--- src/rtl/mux_seq_pkg.sv ---
package mux_seq_pkg;

    localparam int SLOT_W     = 4;
    localparam int HANDLE_W   = 4;
    localparam int FIR_W      = 2;
    localparam int LEN_W      = 5;
    localparam int DEAD_W     = 2;
    localparam int MAX_SLOTS  = (1 << SLOT_W) - 1;
    localparam int SEL_W      = MAX_SLOTS * HANDLE_W;
    localparam int MAX_HANDLE = 10;

    typedef enum logic [1:0] {
        PH_IDLE = 2'd0,
        PH_SLOT = 2'd1,
        PH_DEAD = 2'd2
    } seq_phase_e;

    typedef struct packed {
        logic [SLOT_W-1:0] slots;
        logic [LEN_W-1:0]  slot_len;
        logic [DEAD_W-1:0] dead_len;
        logic              chop_en;
    } frame_cfg_t;

    function automatic logic [LEN_W-1:0] calc_slot_len(
        input logic [FIR_W-1:0] fir_code,
        input logic             half,
        input logic             fast
    );
        logic [LEN_W-1:0] base;
        base = (LEN_W'(fir_code) + LEN_W'(1)) << half;
        return fast ? base : LEN_W'(base * LEN_W'(3));
    endfunction

    function automatic logic [DEAD_W-1:0] calc_dead_len(input logic fast);
        return fast ? DEAD_W'(1) : DEAD_W'(3);
    endfunction

endpackage

--- src/rtl/mux_cfg_latch.sv ---
module mux_cfg_latch
    import mux_seq_pkg::*;
(
    input  logic                 clk,
    input  logic                 rst,
    input  logic                 load,
    input  logic [SLOT_W-1:0]    slots_in,
    input  logic [FIR_W-1:0]     fir_in,
    input  logic                 half_in,
    input  logic                 fast_in,
    input  logic                 chop_en_in,
    input  logic [SEL_W-1:0]     sel_in,
    output frame_cfg_t           nxt_cfg,
    output frame_cfg_t           cur_cfg,
    output logic [SEL_W-1:0]     cur_sel
);

    always_comb begin
        nxt_cfg.slots    = slots_in;
        nxt_cfg.slot_len = calc_slot_len(fir_in, half_in, fast_in);
        nxt_cfg.dead_len = calc_dead_len(fast_in);
        nxt_cfg.chop_en  = chop_en_in;
    end

    always_ff @(posedge clk) begin
        if (rst) begin
            cur_cfg <= '0;
            cur_sel <= '0;
        end else if (load) begin
            cur_cfg <= nxt_cfg;
            cur_sel <= sel_in;
        end
    end

endmodule

--- src/rtl/mux_slot_fsm.sv ---
module mux_slot_fsm
    import mux_seq_pkg::*;
(
    input  logic              clk,
    input  logic              rst,
    input  logic              tick,
    input  frame_cfg_t        nxt_cfg,
    input  frame_cfg_t        cur_cfg,
    output logic              load,
    output logic              slot_active,
    output logic [SLOT_W-1:0] slot_idx,
    output logic              fir_start,
    output logic              ce_start,
    output logic              chop
);

    seq_phase_e       phase;
    logic [LEN_W-1:0] cnt;
    logic             frame_end;

    assign frame_end   = tick && (phase == PH_DEAD) && (cnt == '0);
    assign load        = (tick && (phase == PH_IDLE)) || frame_end;
    assign slot_active = (phase == PH_SLOT);

    always_ff @(posedge clk) begin
        if (rst) begin
            phase     <= PH_IDLE;
            cnt       <= '0;
            slot_idx  <= '0;
            fir_start <= 1'b0;
            ce_start  <= 1'b0;
            chop      <= 1'b0;
        end else begin
            fir_start <= 1'b0;
            ce_start  <= 1'b0;
            if (tick) begin
                case (phase)
                    PH_IDLE: begin
                        if (nxt_cfg.slots != '0) begin
                            phase     <= PH_SLOT;
                            slot_idx  <= '0;
                            cnt       <= nxt_cfg.slot_len - LEN_W'(1);
                            fir_start <= 1'b1;
                        end
                    end
                    PH_SLOT: begin
                        if (cnt != '0) begin
                            cnt <= cnt - LEN_W'(1);
                        end else if (slot_idx == cur_cfg.slots - SLOT_W'(1)) begin
                            phase <= PH_DEAD;
                            cnt   <= LEN_W'(cur_cfg.dead_len) - LEN_W'(1);
                        end else begin
                            slot_idx  <= slot_idx + SLOT_W'(1);
                            cnt       <= cur_cfg.slot_len - LEN_W'(1);
                            fir_start <= 1'b1;
                        end
                    end
                    PH_DEAD: begin
                        if (cnt != '0) begin
                            cnt <= cnt - LEN_W'(1);
                        end else begin
                            ce_start <= 1'b1;
                            if (cur_cfg.chop_en) chop <= ~chop;
                            if (nxt_cfg.slots != '0) begin
                                phase     <= PH_SLOT;
                                slot_idx  <= '0;
                                cnt       <= nxt_cfg.slot_len - LEN_W'(1);
                                fir_start <= 1'b1;
                            end else begin
                                phase <= PH_IDLE;
                            end
                        end
                    end
                    default: phase <= PH_IDLE;
                endcase
            end
        end
    end

    // filter start is a single-cycle strobe (ticks are never adjacent)
    a_r7_fir_single: assert property (@(posedge clk) disable iff (rst)
        fir_start |=> !fir_start);

    // compute-engine start is a single-cycle strobe
    a_r5_ce_single: assert property (@(posedge clk) disable iff (rst)
        ce_start |=> !ce_start);

    // strobes only follow a tick
    a_r2_pulse_after_tick: assert property (@(posedge clk) disable iff (rst)
        (fir_start || ce_start) |-> $past(tick));

    // chop moves only on a frame boundary
    a_r11_chop_on_frame: assert property (@(posedge clk) disable iff (rst)
        (chop != $past(chop)) |-> ce_start);

    // a continuing frame opens at slot 0
    a_r5_restart_slot0: assert property (@(posedge clk) disable iff (rst)
        (ce_start && slot_active) |-> (slot_idx == '0));

    // the slot index stays below the captured slot count
    a_r8_slot_in_range: assert property (@(posedge clk) disable iff (rst)
        slot_active |-> (slot_idx < cur_cfg.slots));

endmodule

--- src/rtl/mux_handle_sel.sv ---
module mux_handle_sel
    import mux_seq_pkg::*;
(
    input  logic                slot_active,
    input  logic [SLOT_W-1:0]   slot_idx,
    input  logic [SEL_W-1:0]    sel_bank,
    output logic [HANDLE_W-1:0] handle,
    output logic                bad
);

    logic [HANDLE_W-1:0] fields [MAX_SLOTS];
    logic [HANDLE_W-1:0] raw;

    for (genvar g = 0; g < MAX_SLOTS; g++) begin : g_field
        assign fields[g] = sel_bank[g*HANDLE_W +: HANDLE_W];
    end

    always_comb begin
        raw = '0;
        for (int i = 0; i < MAX_SLOTS; i++) begin
            if (slot_idx == SLOT_W'(i)) raw = fields[i];
        end
    end

    always_comb begin
        bad    = slot_active && (raw > HANDLE_W'(MAX_HANDLE));
        handle = (slot_active && !bad) ? raw : '0;
    end

endmodule

--- src/rtl/adc_mux_sequencer.sv ---
module adc_mux_sequencer
    import mux_seq_pkg::*;
(
    input  logic                clk,
    input  logic                rst,
    input  logic                tick,
    input  logic [SLOT_W-1:0]   cfg_slots,
    input  logic [FIR_W-1:0]    cfg_fir_len,
    input  logic                cfg_half_rate,
    input  logic                cfg_fast_clk,
    input  logic                cfg_chop_en,
    input  logic [SEL_W-1:0]    cfg_sel,
    output logic [HANDLE_W-1:0] mux_handle,
    output logic [SLOT_W-1:0]   mux_slot,
    output logic                slot_active,
    output logic                handle_bad,
    output logic                fir_start,
    output logic                ce_start,
    output logic                chop
);

    frame_cfg_t       nxt_cfg;
    frame_cfg_t       cur_cfg;
    logic [SEL_W-1:0] cur_sel;
    logic             load;

    mux_cfg_latch u_cfg (
        .clk        (clk),
        .rst        (rst),
        .load       (load),
        .slots_in   (cfg_slots),
        .fir_in     (cfg_fir_len),
        .half_in    (cfg_half_rate),
        .fast_in    (cfg_fast_clk),
        .chop_en_in (cfg_chop_en),
        .sel_in     (cfg_sel),
        .nxt_cfg    (nxt_cfg),
        .cur_cfg    (cur_cfg),
        .cur_sel    (cur_sel)
    );

    mux_slot_fsm u_fsm (
        .clk         (clk),
        .rst         (rst),
        .tick        (tick),
        .nxt_cfg     (nxt_cfg),
        .cur_cfg     (cur_cfg),
        .load        (load),
        .slot_active (slot_active),
        .slot_idx    (mux_slot),
        .fir_start   (fir_start),
        .ce_start    (ce_start),
        .chop        (chop)
    );

    mux_handle_sel u_sel (
        .slot_active (slot_active),
        .slot_idx    (mux_slot),
        .sel_bank    (cur_sel),
        .handle      (mux_handle),
        .bad         (handle_bad)
    );

    // the invalid flag is raised only inside a slot
    a_r10_bad_in_slot: assert property (@(posedge clk) disable iff (rst)
        handle_bad |-> slot_active);

    // outside slots no handle is presented
    a_r6_idle_handle_zero: assert property (@(posedge clk) disable iff (rst)
        !slot_active |-> (mux_handle == '0));

    // every slot opening at an index other than 0 follows a slot that was active
    a_r7_advance_from_slot: assert property (@(posedge clk) disable iff (rst)
        (fir_start && mux_slot != '0) |-> $past(slot_active));

endmodule

--- config.mk ---
export PLATFORM = sky130hd
export DESIGN_NAME = adc_mux_sequencer
export DESIGN_NICKNAME = d
export VERILOG_FILES = /design/src/rtl/mux_seq_pkg.sv /design/src/rtl/mux_cfg_latch.sv /design/src/rtl/mux_slot_fsm.sv /design/src/rtl/mux_handle_sel.sv /design/src/rtl/adc_mux_sequencer.sv
export SDC_FILE = /design/constraint.sdc
export NUM_CORES = 1
export LEC_CHECK = 0
export BUFFER_PORTS_ARGS = -buffer_cell sky130_fd_sc_hd__buf_4
export CORE_MARGIN = 2
export CORE_UTILIZATION = 58
export CTS_BUF_LIST = sky130_fd_sc_hd__clkbuf_8
export CTS_CLUSTER_DIAMETER = 60
export DETAILED_ROUTE_END_ITERATION = 10
export GPL_TIMING_DRIVEN = 0
export PLACE_DENSITY = 0.82
export SETUP_SLACK_MARGIN = 0.5
export SLEW_MARGIN = 20
export SYNTH_ARGS = -nofsm -noshare
export SYNTH_HDL_FRONTEND = slang
export SYNTH_HIERARCHICAL = 1
export SYNTH_SLANG_ARGS = --single-unit
--- constraint.sdc ---
create_clock -name clk -period 3.55 [get_ports clk]
set_input_delay 0.5325 -clock clk [delete_from_list [all_inputs] [get_ports clk]]
set_output_delay 0.5325 -clock clk [all_outputs]
set_load 0.005 [all_outputs]
==> flow_metrics.env <==
export IMPL_status="complete, no violations"
export IMPL_hold_viol_final=0
export IMPL_die_x_um=96.12
export IMPL_initial_core_util_pct=59.91
export IMPL_vdd_ir_drop_max_mv=0.3022
export IMPL_netlist_area_sq_um=4922
export IMPL_p_per_area_nw_per_um2=415.0
export IMPL_top_usage_layer="met2"
export IMPL_gp_congestion=0.9329
export IMPL_post_route_period_util_pct=87.94
export IMPL_syn_nets=631
export IMPL_nets=735
export IMPL_wire_per_inst_um=17.31
export IMPL_grt_max_degree=16
export IMPL_use_met3_pct=6.421
export IMPL_area_growth_syn_to_layout_pct=23.11
export IMPL_via_per_inst=5.963
export IMPL_postRouteAntennaNets=0
export IMPL_hp_class="input port to flop"
export IMPL_grt_use_met1_pct=36.86
export IMPL_root_buffer="clkbuf_8"
export IMPL_path_class="flop to primary output"
export IMPL_drtPass1Iterations=5
export IMPL_dp_slack_ps=416.4
export IMPL_synth_area_per_cell_sq_um=9.048
export IMPL_clkLatencyLatePin_ps=370
export IMPL_layout_common_cells="102 x buf_4, 88 x nor2_1, 82 x dfxtp_1, 72 x mux2i_1, 20 x inv_1"
export IMPL_wl_um=13120
export IMPL_n_antenna_cell=0
export IMPL_maxCapViolations=0
export IMPL_numCtsBuffers=9
export IMPL_critPathTopFamily="simple AND/OR/NAND/NOR gates"
export IMPL_detailed_place_hpwl_um=9596
export IMPL_portBuffers=84
export IMPL_synth_cells=544
export IMPL_track_usage_pct=28.65
export IMPL_critical_path_max_fanout=6
export IMPL_yosys_warnings=6
export IMPL_vias=4520
export IMPL_max_freq_ghz=0.3203
export IMPL_leakage_nw=2.651
export IMPL_dp_cells=733
export IMPL_grt_util_met2_pct=46.24
export IMPL_antenna_found_initial=0
export IMPL_end_kind="primary output"
export IMPL_stdcell_count=758
export IMPL_fin_crit_ps=3122
export IMPL_drt_iter0_markers=315
export IMPL_grt_ovfl_total=0
export IMPL_htree_levels=3
export IMPL_drc=0
export IMPL_clkSlewWorstSetupHoldPaths_ps=90
export IMPL_worst_pin_slew_ps=584.7
export IMPL_grt_pass1_wl_um=20340
export IMPL_fin_ws_ps=428.0
export IMPL_layout_commonest_cell="buf_4"
export IMPL_critPathRequiredTime_ps=3020
export IMPL_rows=33
export IMPL_post_dp_cell_area_sq_um=5684
export IMPL_path_cells="buf_6 -> buf_4 -> nor2b_1 -> a22oi_1 -> o32ai_1 -> or3_1 -> o21bai_4 -> a21o_1 -> nor3b_2 -> buf_4"
export IMPL_cts_sinks=86
export IMPL_fin_skew_ps=10.25
export IMPL_cpPeakStageDelay_ps=400
export IMPL_setup_viol_count_final=0
export IMPL_cp_start_kind="flop"
export IMPL_drv_slew=0
export IMPL_fin_area_sq_um=6060
export IMPL_cts_tree="done"
export IMPL_cp_data_arrival_time_ps=2590
export IMPL_die_h_um=96.12
export IMPL_max_slew_margin_pct=60.73
export IMPL_io_pins=85
export IMPL_grt_pass1_vias=4297
export IMPL_drive_above_1_share_pct=27.41
export IMPL_fin_total_pwr_mw=2.514
export IMPL_tns_ps=0
export IMPL_rsz0062_at_grt="true"
export IMPL_die_area_sq_um=9239
export IMPL_worst_path_buf_inv=3
export IMPL_clock_path_buffers=2
export IMPL_core_area_sq_um=8217
export IMPL_slowest_stage="or3_1"
export IMPL_cp_common_cell="buf_4"
==> sequential cells by signal, indices dropped and copies added, names as in the netlist <==
signal / cells
u_fsm/fir_start: 1
u_fsm/ce_start: 1
u_fsm/phase: 2
u_cfg/cur_sel: 60
u_fsm/slot_idx: 4
u_cfg/cur_cfg: 12
u_fsm/chop: 1
u_fsm/cnt: 5
==> path summary, 6_finish.rpt <==
path / from / end / slack [ps] / cells after the start
max: u_fsm/slot_idx[1] / mux_handle[3] / 430 / 10
min: cfg_sel[22] / u_cfg/cur_sel[22] / 390 / 3
max reg2reg: u_fsm/cnt[0] / u_cfg/cur_sel[52] / 940 / 11
min reg2reg: u_cfg/cur_cfg[2] / u_cfg/cur_cfg[2] / 490 / 2
==> metal layers <==
layer	routed length (um)	part of all wire (%)	vias up
li1	-	-	2151
met1	5551	42	2134
met2	6188	47	198
met3	1016	7.7	37
met4	367	2.8	0
met5	0	0	-
==> timing repair <==
item / 4_1_cts / 5_1_grt
hold buffers: 0 / 0
resized for setup: 15 / 19
gates cloned: 0 / 0
setup buffers: 3 / 6
pin swaps: 5 / 6
setup endpoints to repair: 5 / 14
==> final cells by class <==
cell class | count | area (sq um)
clock buffers | 9 | 123.9
repair buffers | 93 | 710.7
clock inverters | 7 | 51.30
multi-input cells | 399 | 2992
inverters | 21 | 86.33
fillers | 653 | 2157
flip-flops and latches | 86 | 1734
well taps | 105 | 131.4
plain buffers | 38 | 230.2
==> metrics by stage <==
stage                     hold slack (ps)  util [%]
after global placement              452.6     69.18
after global routing                395.8     73.75
after detailed placement            473.7     69.18
after CTS                           387.2     72.18
final                               391.5     73.75
after floorplan                     434.4         -
==> worst reg2reg max path, delay by kind of cell, from the launching register on <==
family	cells	cell delay (ps)
fa+ha+maj	1	210
mux	1	240
simple gates	3	520
flops	1	350
buf+inv	5	1030
compound gates	1	130
==> power by group <==
group	switching [mW]	internal, mW	total [mW]
clock	0.373	0.256	0.629
combinational	0.407	0.358	0.765
sequential	0.0670	1.05	1.12
total	0.847	1.67	2.51
No activity file was read; power rests on OpenSTA's default activity.
